**src/rtl/i2c10_pkg.sv**
```systemverilog
package i2c10_pkg;

    localparam int BYTE_W = 8;
    localparam int CNT_W  = $clog2(BYTE_W + 1);
    localparam logic [4:0] HI_PREFIX = 5'b11110;

    typedef enum logic [2:0] {
        PH_IDLE,
        PH_HI,
        PH_LO,
        PH_DATA,
        PH_SKIP
    } phase_e;

    typedef struct packed {
        logic scl;
        logic sda;
        logic start;
        logic stop;
        logic rise;
        logic fall;
    } bus_ev_t;

    function automatic logic hi_match(input logic [BYTE_W-1:0] rx,
                                      input logic [BYTE_W-1:0] a);
        return (rx[7:3] == HI_PREFIX) && (rx[7:1] == a[7:1]) && !rx[0];
    endfunction

    function automatic logic lo_match(input logic [BYTE_W-1:0] rx,
                                      input logic [BYTE_W-1:0] a);
        return rx == a;
    endfunction

endpackage

```
**src/rtl/i2c10_sync.sv**
```systemverilog
module i2c10_sync
    import i2c10_pkg::*;
#(
    parameter int STAGES = 2
) (
    input  logic    clk,
    input  logic    rst,
    input  logic    scl_i,
    input  logic    sda_i,
    output bus_ev_t ev
);

    logic [STAGES-1:0] scl_ff;
    logic [STAGES-1:0] sda_ff;
    logic              scl_d;
    logic              sda_d;

    for (genvar g = 0; g < STAGES; g++) begin : g_stage
        if (g == 0) begin : g_first
            always_ff @(posedge clk) begin
                if (rst) begin
                    scl_ff[0] <= 1'b1;
                    sda_ff[0] <= 1'b1;
                end else begin
                    scl_ff[0] <= scl_i;
                    sda_ff[0] <= sda_i;
                end
            end
        end else begin : g_next
            always_ff @(posedge clk) begin
                if (rst) begin
                    scl_ff[g] <= 1'b1;
                    sda_ff[g] <= 1'b1;
                end else begin
                    scl_ff[g] <= scl_ff[g-1];
                    sda_ff[g] <= sda_ff[g-1];
                end
            end
        end
    end

    always_ff @(posedge clk) begin
        if (rst) begin
            scl_d <= 1'b1;
            sda_d <= 1'b1;
        end else begin
            scl_d <= scl_ff[STAGES-1];
            sda_d <= sda_ff[STAGES-1];
        end
    end

    always_comb begin
        ev.scl   = scl_ff[STAGES-1];
        ev.sda   = sda_ff[STAGES-1];
        ev.start = scl_d && ev.scl && sda_d && !ev.sda;
        ev.stop  = scl_d && ev.scl && !sda_d && ev.sda;
        ev.rise  = !scl_d && ev.scl;
        ev.fall  = scl_d && !ev.scl;
    end

endmodule

```
**src/rtl/i2c10_shifter.sv**
```systemverilog
module i2c10_shifter
    import i2c10_pkg::*;
(
    input  logic              clk,
    input  logic              rst,
    input  bus_ev_t           ev,
    output logic [BYTE_W-1:0] byte_q,
    output logic              byte_done,
    output logic              ack_end,
    output logic              ack_busy
);

    logic [CNT_W-1:0] cnt;

    always_ff @(posedge clk) begin
        if (rst || ev.start || ev.stop) begin
            cnt      <= '0;
            ack_busy <= 1'b0;
            byte_q   <= '0;
        end else begin
            if (ev.rise && (cnt < CNT_W'(BYTE_W))) begin
                byte_q <= {byte_q[BYTE_W-2:0], ev.sda};
                cnt    <= cnt + 1'b1;
            end
            if (ev.fall) begin
                if (ack_busy) begin
                    ack_busy <= 1'b0;
                    cnt      <= '0;
                end else if (cnt == CNT_W'(BYTE_W)) begin
                    ack_busy <= 1'b1;
                end
            end
        end
    end

    assign byte_done = ev.fall && !ack_busy && (cnt == CNT_W'(BYTE_W));
    assign ack_end   = ev.fall && ack_busy;

    // the acknowledge window opens right after a completed byte
    p_ack_window_r8: assert property (@(posedge clk) disable iff (rst)
        byte_done |=> ack_busy);

endmodule

```
**src/rtl/i2c10_slave_rx.sv**
```systemverilog
module i2c10_slave_rx
    import i2c10_pkg::*;
#(
    parameter int          SYNC_STAGES = 2,
    parameter logic [7:0]  RST_ADDR    = 8'hF6
) (
    input  logic       clk,
    input  logic       rst,
    input  logic       scl_i,
    input  logic       sda_i,
    output logic       scl_lo_o,
    output logic       sda_lo_o,
    input  logic       addr_wr_i,
    input  logic [7:0] addr_wdata_i,
    output logic [7:0] addr_o,
    input  logic       rd_i,
    output logic [7:0] rdata_o,
    output logic       full_o,
    output logic       irq_o,
    input  logic       irq_clr_i,
    output logic       start_seen_o,
    output logic       upd_addr_o,
    output logic       ovf_o,
    input  logic       ovf_clr_i,
    input  logic       stretch_en_i,
    input  logic       start_irq_en_i,
    input  logic       rel_set_i,
    output logic       rel_o
);

    bus_ev_t           ev;
    logic [BYTE_W-1:0] rx_byte;
    logic              byte_done;
    logic              ack_end;
    logic              ack_busy;

    phase_e            phase;
    logic              addr_wait;
    logic              data_wait;
    logic              addr_wr_ok;
    logic              active;
    logic              load_buf;

    i2c10_sync #(.STAGES(SYNC_STAGES)) u_sync (
        .clk   (clk),
        .rst   (rst),
        .scl_i (scl_i),
        .sda_i (sda_i),
        .ev    (ev)
    );

    i2c10_shifter u_shift (
        .clk       (clk),
        .rst       (rst),
        .ev        (ev),
        .byte_q    (rx_byte),
        .byte_done (byte_done),
        .ack_end   (ack_end),
        .ack_busy  (ack_busy)
    );

    assign addr_wr_ok = addr_wr_i && !ack_busy;
    assign active     = (phase == PH_HI) || (phase == PH_LO) || (phase == PH_DATA);

    always_comb begin
        load_buf = 1'b0;
        if (byte_done) begin
            unique case (phase)
                PH_HI:   load_buf = hi_match(rx_byte, addr_o);
                PH_LO:   load_buf = lo_match(rx_byte, addr_o);
                PH_DATA: load_buf = !full_o;
                default: load_buf = 1'b0;
            endcase
        end
    end

    assign scl_lo_o = active && !ack_busy && (addr_wait || data_wait);

    always_ff @(posedge clk) begin
        if (rst) begin
            phase        <= PH_IDLE;
            addr_o       <= RST_ADDR;
            rdata_o      <= '0;
            full_o       <= 1'b0;
            irq_o        <= 1'b0;
            start_seen_o <= 1'b0;
            upd_addr_o   <= 1'b0;
            ovf_o        <= 1'b0;
            rel_o        <= 1'b1;
            sda_lo_o     <= 1'b0;
            addr_wait    <= 1'b0;
            data_wait    <= 1'b0;
        end else begin
            // software side first, bus events may override
            if (irq_clr_i) irq_o <= 1'b0;
            if (ovf_clr_i) ovf_o <= 1'b0;
            if (rd_i)      full_o <= 1'b0;
            if (rel_set_i) begin
                rel_o     <= 1'b1;
                data_wait <= 1'b0;
            end
            if (addr_wr_ok) begin
                addr_o     <= addr_wdata_i;
                upd_addr_o <= 1'b0;
                addr_wait  <= 1'b0;
            end

            if (ack_end) sda_lo_o <= 1'b0;

            if (load_buf) begin
                rdata_o <= rx_byte;
                full_o  <= 1'b1;
            end

            if (byte_done) begin
                unique case (phase)
                    PH_HI: begin
                        if (load_buf) begin
                            sda_lo_o   <= 1'b1;
                            upd_addr_o <= 1'b1;
                            irq_o      <= 1'b1;
                            addr_wait  <= 1'b1;
                            phase      <= PH_LO;
                        end else begin
                            phase <= PH_SKIP;
                        end
                    end
                    PH_LO: begin
                        upd_addr_o <= 1'b1;
                        irq_o      <= 1'b1;
                        if (load_buf) begin
                            sda_lo_o  <= 1'b1;
                            addr_wait <= 1'b1;
                            phase     <= PH_DATA;
                        end else begin
                            phase <= PH_SKIP;
                        end
                    end
                    PH_DATA: begin
                        irq_o <= 1'b1;
                        if (load_buf) begin
                            sda_lo_o <= 1'b1;
                            if (stretch_en_i) begin
                                rel_o     <= 1'b0;
                                data_wait <= 1'b1;
                            end
                        end else begin
                            ovf_o <= 1'b1;
                        end
                    end
                    default: ;
                endcase
            end

            if (ev.start) begin
                phase        <= PH_HI;
                start_seen_o <= 1'b1;
                if (start_irq_en_i) irq_o <= 1'b1;
                sda_lo_o     <= 1'b0;
                addr_wait    <= 1'b0;
                data_wait    <= 1'b0;
            end else if (ev.stop) begin
                phase        <= PH_IDLE;
                start_seen_o <= 1'b0;
                upd_addr_o   <= 1'b0;
                sda_lo_o     <= 1'b0;
                addr_wait    <= 1'b0;
                data_wait    <= 1'b0;
            end
        end
    end

    // Start is recorded
    p_start_seen_r1: assert property (@(posedge clk) disable iff (rst)
        ev.start |=> start_seen_o);

    // masked Start leaves the interrupt low
    p_start_masked_r1: assert property (@(posedge clk) disable iff (rst)
        (ev.start && !start_irq_en_i && !irq_o) |=> !irq_o);

    // acknowledge drive only begins while the clock is low
    p_ack_scl_low_r2: assert property (@(posedge clk) disable iff (rst)
        $rose(sda_lo_o) |-> !ev.scl);

    // stretching only begins while the clock is low
    p_hold_scl_low_r3: assert property (@(posedge clk) disable iff (rst)
        $rose(scl_lo_o) |-> !ev.scl);

    // a read with no new byte empties the buffer
    p_read_clears_r7: assert property (@(posedge clk) disable iff (rst)
        (rd_i && !load_buf) |=> !full_o);

    // writes inside the acknowledge window are dropped
    p_addr_locked_r8: assert property (@(posedge clk) disable iff (rst)
        (addr_wr_i && ack_busy) |=> $stable(addr_o));

    // Stop releases the bus and clears the update flag
    p_stop_idle_r9: assert property (@(posedge clk) disable iff (rst)
        ev.stop |=> (!upd_addr_o && !scl_lo_o && !sda_lo_o));

    // a byte into a full buffer is refused
    p_no_overflow_r11: assert property (@(posedge clk) disable iff (rst)
        (byte_done && (phase == PH_DATA) && full_o && !rd_i) |=> (ovf_o && !sda_lo_o));

endmodule

```
**config.mk**
```make
export PLATFORM = sky130hd
export DESIGN_NAME = i2c10_slave_rx
export DESIGN_NICKNAME = d
export VERILOG_FILES = /design/src/rtl/i2c10_pkg.sv /design/src/rtl/i2c10_sync.sv /design/src/rtl/i2c10_shifter.sv /design/src/rtl/i2c10_slave_rx.sv
export SDC_FILE = /design/constraint.sdc
export NUM_CORES = 1
export LEC_CHECK = 0
export BUFFER_PORTS_ARGS = -buffer_cell sky130_fd_sc_hd__buf_4
export CAP_MARGIN = 20
export CORE_ASPECT_RATIO = 0.6
export CORE_MARGIN = 3
export CORE_UTILIZATION = 43
export CTS_BUF_LIST = sky130_fd_sc_hd__clkbuf_4 sky130_fd_sc_hd__clkbuf_8
export DETAILED_ROUTE_END_ITERATION = 8
export GPL_TIMING_DRIVEN = 0
export PLACE_DENSITY = 0.66
export SLEW_MARGIN = 20
export SYNTH_ARGS = -nofsm -noshare
export SYNTH_HDL_FRONTEND = slang
export SYNTH_SLANG_ARGS = --single-unit
```
**constraint.sdc**
```tcl
create_clock -name clk -period 1.7 [get_ports clk]
set_input_delay 0.085 -clock clk [delete_from_list [all_inputs] [get_ports clk]]
set_output_delay 0.085 -clock clk [all_outputs]
set_load 0.005 [all_outputs]
```
==> results of run 1 <==
## metal layers
metal / GRT usage (%) / up-vias
met5: 0 / -
met1: 28.7 / 806
met4: 3.70 / 0
met3: 4.70 / 2
met2: 24.9 / 66
li1: - / 894
## synth_stat cells (all sizes together), types with 2 or more instances
cell	n	area, um2
nor3	2	10.0
dfxtp	47	941
xnor2	2	17.5
nor2	17	63.8
o22ai	2	12.5
a211oi	3	32.5
a21oi	18	90.1
xor2	9	78.8
clkbuf	6	23.8
nor2b	5	31.3
mux2i	8	80.1
or2	8	50.1
nand3	10	60.1
nand3b	6	45.0
nand2b	4	25.0
o21ai	12	63.8
ha	2	25.0
nand4	2	12.5
buf	5	42.5
nand2	23	86.3
a32o	2	20.0
inv	6	22.5
nor3b	4	35.0
## worst max-delay path, cell delays in order, from the launching register on
cell,delay (ns)
dfxtp_2,0.33
buf_6,0.13
or3b_4,0.39
o21ai_4,0.16
o21a_4,0.16
buf_2,0.15
nand3_1,0.08
a21oi_1,0.15
## through the flow
| stage | TNS [ns] | cell area, um2 | hold WS, ns | std cells |
|---|---|---|---|---|
| global placement | -1.84 | 2450 | 0.270 | 326 |
| CTS | -0.0295 | 2620 | 0.000246 | 338 |
| finish | 0 | 2710 | 0.00278 | 341 |
| floorplan | 0 | 2060 | 0.189 | 224 |
| global route | -0.0330 | 2710 | 0.00204 | 341 |
| detailed placement | -1.86 | 2450 | 0.272 | 326 |
## kinds of logic (layout without fill, tap and decap cells)
kind of cell / count (synthesis) / count (layout) / share of synthesized area [%]
DFF: 47 / 47 / 45.7
adders and majority gates: 2 / 2 / 1.22
muxes: 8 / 8 / 3.89
xor gates and xnor gates: 11 / 11 / 4.68
and+or+nand+nor: 90 / 90 / 24.7
AOI/OAI and AO/OA: 49 / 49 / 15.5
buffers and inverters: 17 / 74 / 4.32
## report_power, final
part	switching [uW]	leakage, uW	internal, uW
Combinational	84.8	0.000622	98.2
Clock	372	0.0000612	476
Sequential	24.9	0.000386	1120
## placed cells by master (no fill, tap or decap), types with 2 or more instances in the layout
cell type,n
buf_6,3
nand2_1,23
clkbuf_1,4
o22ai_1,2
mux2i_1,8
dfxtp_1,38
inv_2,2
nor2_1,17
xor2_1,9
clkbuf_8,6
inv_1,4
a32o_1,2
dfxtp_2,9
nand3b_1,6
xnor2_1,2
a211oi_2,2
nand2b_1,4
o21ai_0,9
buf_4,44
nor3b_1,3
a21oi_1,17
nor2b_1,4
nand3_1,8
nand4_1,2
or2_2,8
ha_1,2
dlygate4sd3_1,5
## how the worst max path moves through the flow
stage                   startpoint          to  depth (start not counted)
global placement    u_shift.cnt[0]  rdata_o[6]                          8
floorplan           u_shift.cnt[0]    phase[2]                          8
CTS                       phase[0]  upd_addr_o                          7
detailed placement  u_shift.cnt[0]  rdata_o[6]                          8
global route              phase[0]  upd_addr_o                          7
finish                    phase[0]  rdata_o[3]                          7
## final cells by class
| class | count | share of cell area (%) |
|---|---|---|
| Buffer | 10 | 2.40 |
| Inverter | 6 | 0.832 |
| Sequential cell | 47 | 35.2 |
| Timing Repair Buffer | 50 | 14.2 |
| Clock buffer | 6 | 3.05 |
| Clock inverter | 2 | 1.29 |
| Tap cell | 60 | 2.77 |
| Multi-Input combinational cell | 160 | 40.2 |
## flip-flops by register name, indices dropped and copies added, names as in the netlist, 2 cells and up
register	flops
addr_o	8
phase	3
rdata_o	8
u_shift.byte_q	8
u_shift.cnt	4
u_sync.ev	2
## what timing repair did
item,CTS,global route
setup buffers,0,2
endpoints found under the setup margin,17,26
hold buffers,5,0
hold endpoints to repair,5,0
gates resized for setup,5,23
cloned,0,1
pin swaps,0,4
==> impl_metrics.csv, run 1 <==
group,metric,value,unit
outcome,run_status,"finished, final reports clean",
placement,gp_congestion,0.820,
setup_path,worstRegToRegCells,7,
setup_path,reg2reg_slack,0.06,ns
finish,final_util,62.3,%
finish,drive_gt1_share,33.8,%
finish,seq_area,952,um2
placement,place_ws,-0.167,ns
power_and_ir_drop,leakagePower,0.00107,uW
finish,antennaDiodeCount,0,
drt,drtPass1Iterations,4,
finish,area_delta_synth_final,31.6,%
drt,route.detailed.drc,0,
worst_hold_path,whs_path_depth,3,
timing,max_freq,610,MHz
drt,m1WireLength,2.65,mm
floorplanning,ios,43,
floorplanning,die_h,59.6,um
synth,ys_warn_count,0,
drt,drt_wl_total,4.94,mm
floorplanning,start_util,47.4,%
setup_path,reg2reg_to,"rdata_o[3]",
finish,nFillCells,410,
power_and_ir_drop,ir_drop,0.534,mV
drt,top_layer,"met4",
cts,cts_tree,"built",
setup_path,path_max_fanout,10,
placement,place_hpwl,3.62,mm
setup_path,arrival,1.86,ns
setup_path,path_class,"register to register",
worst_hold_path,hold_path_end,"addr_o[7]",
placement,port-buffer-count,42,
power_and_ir_drop,power.total,2180,uW
synth,synth_edf_count,0,
timing,drv_slew,0,
worst_hold_path,hold_start,"addr_wdata_i[7]",
global_route,first_global_vias,1606,
timing,hold_viol,0,
cts,clockBufferDepth,2,
finish,nets,301,
cts,cts_sinks,47,
global_route,antenna_found_initial,0,
drt,detail_route.wl_per_cell,14.5,um
synth,ys_async_sr_fraction,0,%
timing,fin_crit_sh,96.4,%
synth,avgSynthCellArea,9.19,um2
timing,slew_headroom,66.0,%
timing,worst_pin_slew,0.510,ns
cts,h-tree-depth,2,
synth,synth_cell_types,52,
cts,clk_latency,0.30,ns
global_route,grt_usage,18.3,%
timing,fin_skew,0.00738,ns
floorplanning,coreArea,0.00435,mm2
timing,setup_violations,0,
synth,synth-seq-cells,47,
drt,viasPerCell,5.18,
setup_path,end_kind,"register",
setup_path,r2r-start,"phase[0]",
drt,vias,1768,
synth,syn_area,0.00206,mm2
floorplanning,dieArea,0.00568,mm2
global_route,grt_max_degree,15,
synth,ys_seq_area_share,45.7,%
timing,setup_ws,0.0609,ns
finish,multi_input_area,0.00109,mm2
drt,met3_length,381,um
global_route,overflow,0,
synth,syn_inst,224,
worst_hold_path,min_path_type,"primary input to register",
timing,final.min_clock_period,1.64,ns
setup_path,critPathRequiredTime,1.92,ns
floorplanning,fp.dieW,95.3,um
timing,rsz0062_at_grt,"true",
setup_path,cp-start-kind,"register",
synth,synth-main-ff-cell,"dfxtp_1",
cts,clockRootBuffer,"clkbuf_8",
power_and_ir_drop,cellPowerDensity,805,mW/mm2
global_route,grt_pass1_wl,7.89,mm
drt,route.met2.wl,1.89,mm
drt,postRouteAntennaNets,0,
run,max-cap-violations,0,
cts,clk_pin_slew_worst_paths,0.09,ns
synth,synth_nets,245,
drt,first_iter_violations,107,
cts,cts_buffers,5,
floorplanning,rows,18,
Note: power is estimated with default switching activity, not from simulation.
==> run 2, diff against run 1 <==
--- a/config.mk
+++ b/config.mk
@@ -17,4 +17,5 @@
 export SLEW_MARGIN = 20
 export SYNTH_ARGS = -nofsm -noshare
 export SYNTH_HDL_FRONTEND = slang
+export SYNTH_HIERARCHICAL = 1
 export SYNTH_SLANG_ARGS = --single-unit
==> run 2 against run 1 <==
The flow now finishes with violations (negative setup slack). Die area rose by 1.9%. Register-to-register slack got worse by 0.09 ns. Sequential cell count did not move. Hold slack improved by 0.034 ns. Utilization rose by 0.11 points. Clock-buffer cell count rose by 2. Combinational power rose by 12%. Highest routed layer unchanged. First-iteration DRC count fell by 28%. Clock power fell by 11%. Clock skew fell by 0.0017 ns.
==> impl_metrics.csv, run 2 <==
group,metric,value,unit
setup_path,path_class,"register to register",
floorplanning,coreArea,0.00464,mm2
setup_path,r2r-start,"u_shift/byte_q[6]",
floorplanning,rows,19,
setup_path,critPathRequiredTime,1.94,ns
cts,clk_latency,0.30,ns
worst_hold_path,whs_path_depth,3,
setup_path,cp-start-kind,"register",
cts,cts_tree,"built",
drt,viasPerCell,4.97,
drt,first_iter_violations,77,
cts,clockRootBuffer,"clkbuf_8",
outcome,run_status,"complete, but fails checks",
timing,hold_viol,0,
outcome,violations,"negative setup slack",
setup_path,reg2reg_to,"rdata_o[2]",
floorplanning,dieArea,0.00579,mm2
placement,port-buffer-count,42,
timing,setup_ws,-0.0244,ns
finish,nFillCells,404,
cts,cts_sinks,47,
worst_hold_path,hold_path_end,"addr_o[3]",
drt,drt_wl_total,5.19,mm
floorplanning,die_h,60.1,um
timing,final.min_clock_period,1.72,ns
worst_hold_path,min_path_type,"primary input to register",
global_route,first_global_vias,1691,
power_and_ir_drop,ir_drop,0.500,mV
power_and_ir_drop,cellPowerDensity,726,mW/mm2
floorplanning,start_util,45.3,%
cts,clockBufferDepth,2,
finish,top_regs,"addr_o x8, rdata_o x8, u_shift/byte_q x8",
cts,cts_buffers,5,
timing,worst_pin_slew,0.623,ns
synth,synth_nets,258,
finish,final_cell_mix,"buf_4, nand2_1, dfxtp_1",
synth,ys_warn_count,6,
timing,tns,-0.0521,ns
floorplanning,ios,43,
finish,drive_gt1_share,35.3,%
global_route,overflow,0,
timing,max_freq,580,MHz
drt,vias,1833,
drt,detail_route.wl_per_cell,14.1,um
drt,postRouteAntennaNets,0,
setup_path,end_kind,"register",
timing,hold_ws,0.0364,ns
drt,drtPass1Iterations,4,
timing,fin_skew,0.00572,ns
worst_hold_path,hold_start,"addr_wdata_i[3]",
setup_path,worstRegToRegCells,6,
cts,h-tree-depth,2,
finish,final_common_cell,"buf_4",
setup_path,path_max_fanout,5,
finish,nets,326,
setup_path,reg2reg_slack,-0.02,ns
global_route,antenna_found_initial,0,
placement,place_area,0.00249,mm2
power_and_ir_drop,leakagePower,0.00116,uW
finish,area_delta_synth_final,37.7,%
synth,avgSynthCellArea,8.86,um2
cts,clk_pin_slew_worst_paths,0.08,ns
finish,design_area,0.00289,mm2
synth,syn_inst,237,
placement,place_hpwl,3.42,mm
timing,setup_violations,3,
drt,route.detailed.drc,0,
global_route,grt_pass1_wl,8.03,mm
timing,fin_crit_sh,101,%
run,max-cap-violations,0,
global_route,grt_max_degree,16,
timing,rsz0062_at_grt,"true",
finish,antennaDiodeCount,0,
setup_path,arrival,1.96,ns
global_route,grt_usage,18.8,%
placement,gp_congestion,0.771,
floorplanning,fp.dieW,96.2,um
timing,slew_headroom,58.2,%
synth,syn_area,0.00210,mm2
finish,final_util,62.4,%
timing,drv_slew,0,
power_and_ir_drop,power.total,2100,uW
[run 2: power breakdown]
group	leakage, uW	switching [uW]	internal (uW)
Sequential	0.000385	19.5	1120
Combinational	0.000718	95.7	109
Clock	0.0000549	366	387
Total	0.00116	482	1620
[run 2: worst max-delay path by stage]
stage / startpoint / end / slack (ns)
CTS: addr_o[7] / rdata_o[2] / -0.07
global route: u_shift/byte_q[6] / rdata_o[0] / -0.14
detailed placement: u_sync/scl_d / rdata_o[4] / -0.36
finish: u_shift/byte_q[6] / rdata_o[2] / -0.02
global placement: u_shift/byte_q[6] / rdata_o[3] / -0.33
floorplan: u_shift/byte_q[6] / rdata_o[2] / 0.004
[run 2: layout make-up]
class	count	area (um2)	share of cell area, %
timing repair buffer	61	478	16.5
sequential	47	958	33.1
inverter	7	26.3	0.908
tap	63	78.8	2.72
buffer	12	73.8	2.55
multi-input combinational	171	1170	40.6
clock buffer	8	104	3.59
[run 2: critical path: stages (launching register included)]
cell     delay [ns]
dfxtp_4        0.37
xor2_2         0.18
nor4_4         0.30
a21oi_2        0.12
nor4_4         0.29
buf_4          0.22
mux2i_1        0.17
[run 2: stage by stage]
| stage | instances | setup WS (ns) |
|---|---|---|
| 3_5_place_dp | 342 | -0.362 |
| 3_3_place_gp | 342 | -0.329 |
| 5_1_grt | 369 | -0.143 |
| 4_1_cts | 368 | -0.0665 |
| 6_report | 369 | -0.0244 |
| 2_1_floorplan | 237 | 0.00432 |
[run 2: timing repair]
action	4_1_cts	5_1_grt
buffers inserted	9	2
resized for setup	19	22
pin swaps	7	10
hold buffers	8	0
endpoints found under the setup margin	18	26
hold endpoints to repair	8	0
cloned	1	0
[run 2: per-layer routing]
| metal | track usage (%) | wire length, um | up-vias |
|---|---|---|---|
| met5 | 0 | 0 | - |
| met2 | 27.0 | 2170 | 55 |
| met1 | 26.3 | 2620 | 849 |
| met3 | 6.16 | 356 | 4 |
| met4 | 6.28 | 40 | 0 |
| li1 | - | - | 925 |
==> run 3, diff against run 2 <==
--- a/config.mk
+++ b/config.mk
@@ -7,13 +7,15 @@
 export LEC_CHECK = 0
 export BUFFER_PORTS_ARGS = -buffer_cell sky130_fd_sc_hd__buf_4
 export CAP_MARGIN = 20
+export CELL_PAD_IN_SITES_DETAIL_PLACEMENT = 1
+export CELL_PAD_IN_SITES_GLOBAL_PLACEMENT = 1
 export CORE_ASPECT_RATIO = 0.6
 export CORE_MARGIN = 3
-export CORE_UTILIZATION = 43
+export CORE_UTILIZATION = 38
 export CTS_BUF_LIST = sky130_fd_sc_hd__clkbuf_4 sky130_fd_sc_hd__clkbuf_8
 export DETAILED_ROUTE_END_ITERATION = 8
 export GPL_TIMING_DRIVEN = 0
-export PLACE_DENSITY = 0.66
+export PLACE_DENSITY = 0.75
 export SLEW_MARGIN = 20
 export SYNTH_ARGS = -nofsm -noshare
 export SYNTH_HDL_FRONTEND = slang
==> run 3 against run 2 <==
The flow still finishes with violations (negative setup slack). Global-route usage shrank 0.12 points. Fmax is 7.8% lower. Non-clock buffer count is 1 higher. Clock skew is essentially flat. Cell count is 1.1% higher. Sequential cell count stayed put. Largest cell class unchanged. Die area grew 12%. Critical path type unchanged. Largest power group unchanged. Hold slack worse by 0.035 ns. Sequential power about the same. Worst setup slack got worse by 0.15 ns.
==> impl_metrics.csv, run 3 (synthesis results as in run 2) <==
group,metric,value,unit
setup_path,critPathMostFrequentCell,"nor4_4",
setup_path,critPathRequiredTime,1.93,ns
timing,fin_crit_sh,110,%
global_route,use_met1,27.2,%
timing,final.min_clock_period,1.87,ns
drt,first_iter_violations,35,
cts,cts_buffers,5,
setup_path,path_cells,"xor2_4 > nor4_4 > a21oi_2 > nor4_4 > buf_4 > buf_8 > mux2i_1",
outcome,violations,"negative setup slack",
setup_path,arrival,2.10,ns
placement,place_ws,-0.603,ns
drt,viasPerCell,5.03,
floorplanning,dieArea,0.00649,mm2
run,max-cap-violations,0,
timing,setup_violations,15,
global_route,grt_pass1_wl,9.35,mm
floorplanning,rows,20,
placement,gp_congestion,0.796,
setup_path,r2r-start,"addr_o[7]",
setup_path,cp_slowest_cell,"dfxtp_4",
timing,worst_pin_slew,0.601,ns
global_route,use_met2,27.8,%
timing,hold_ws,0.00183,ns
floorplanning,die_h,63.6,um
floorplanning,fp.dieW,102,um
finish,drive_gt1_share,36.5,%
global_route,busiest_layer,"met2",
placement,port-buffer-count,42,
power_and_ir_drop,power.total,2050,uW
drt,vias,1878,
global_route,first_global_vias,1851,
cts,clk_pin_slew_worst_paths,0.09,ns
drt,postRouteAntennaNets,0,
global_route,grt_max_degree,16,
drt,detail_route.wl_per_cell,16.8,um
cts,cts_tree,"built",
timing,hold_viol,0,
global_route,gr-usage-met3,4.65,%
timing,drv_slew,0,
cts,clk_latency,0.30,ns
finish,nFillCells,621,
timing,rsz0062_at_grt,"true",
cts,clockRootBuffer,"clkbuf_8",
finish,final_util,56.1,%
global_route,grt_usage,18.7,%
outcome,run_status,"complete, but fails checks",
setup_path,worstSetupStartpoint,"addr_o[7]",
drt,route.detailed.drc,0,
power_and_ir_drop,leakagePower,0.00116,uW
cts,h-tree-depth,2,
floorplanning,ios,43,
timing,tns,-1.55,ns
timing,fin_skew,0.00591,ns
floorplanning,coreArea,0.00520,mm2
finish,area_delta_synth_final,38.9,%
setup_path,path_class,"register to register",
setup_path,end_kind,"register",
finish,nets,327,
setup_path,cp-start-kind,"register",
cts,cts_sinks,47,
timing,slew_headroom,59.9,%
global_route,antenna_found_initial,0,
timing,max_freq,535,MHz
setup_path,crit_buf_inv,2,
finish,antennaDiodeCount,0,
worst_hold_path,hold_start,"addr_wdata_i[4]",
placement,place_hpwl,4.19,mm
setup_path,cp_top_family,"simple AND/OR/NAND/NOR gates",
drt,drt_wl_total,6.27,mm
finish,final_common_cell,"buf_4",
cts,clockBufferDepth,2,
power_and_ir_drop,cellPowerDensity,702,mW/mm2
setup_path,cpPeakStageDelay,0.38,ns
worst_hold_path,min_path_type,"primary input to register",
finish,top_regs,"addr_o x8, rdata_o x8, u_shift/byte_q x8",
drt,drtPass1Iterations,4,
finish,final_cell_mix,"buf_4, nand2_1, dfxtp_1",
floorplanning,start_util,40.4,%
timing,setup_ws,-0.171,ns
setup_path,path_max_fanout,5,
global_route,overflow,0,
power_and_ir_drop,ir_drop,0.373,mV
==> run 3: worst paths after layout <==
| path | end | slack, ns | depth (start not counted) |
|---|---|---|---|
| min reg2reg | u_sync/ev[4] | 0.41 | 1 |
| min | addr_o[4] | 0.002 | 3 |
| max reg2reg | rdata_o[1] | -0.17 | 7 |
| max | rdata_o[1] | -0.17 | 7 |
==> run 3: where the power goes <==
group,internal [uW],leakage (uW),switching [uW]
Sequential,1120,0.000385,22.4
Clock,304,0.0000446,385
Combinational,111,0.000727,106
==> run 3: final cells by class <==
type | instances | area [um2] | share of cell area (%)
Tap cell | 66 | 82.6 | 2.83
Sequential cell | 47 | 961 | 32.9
Clock inverter | 2 | 12.5 | 0.429
Inverter | 7 | 26.3 | 0.901
Buffer | 11 | 58.8 | 2.02
Timing Repair Buffer | 63 | 499 | 17.1
Multi-Input combinational cell | 171 | 1200 | 41.2
Clock buffer | 6 | 76.3 | 2.62
==> run 3: through the flow <==
step	area, um2	instances
floorplan	2100	237
global placement	2500	345
detailed placement	2500	345
CTS	2760	367
global route	2920	373
finish	2920	373
==> run 3: worst reg2reg max path, delay by kind of cell (launching register included) <==
kind	cells	cell delay, ns
AND/OR/NAND/NOR	2	0.60
flip-flops	1	0.38
buffers and inverters	2	0.31
multiplexers	1	0.20
XOR/XNOR	1	0.19
AO/OA/AOI/OAI	1	0.13
==> run 3: metal layers <==
layer  part of all wire (%)  vias up
li1                       -      926
met1                     50      914
met2                     45       33
met3                    4.1        5
met4                   0.61        0
met5                      0        -
==> run 3: repair_timing <==
action	4_1_cts	5_1_grt
pin swaps	9	10
cloned	1	0
hold buffers	6	0
hold endpoints to repair	6	0
buffers inserted	7	7
setup endpoints to repair	19	25
resized for setup	18	28
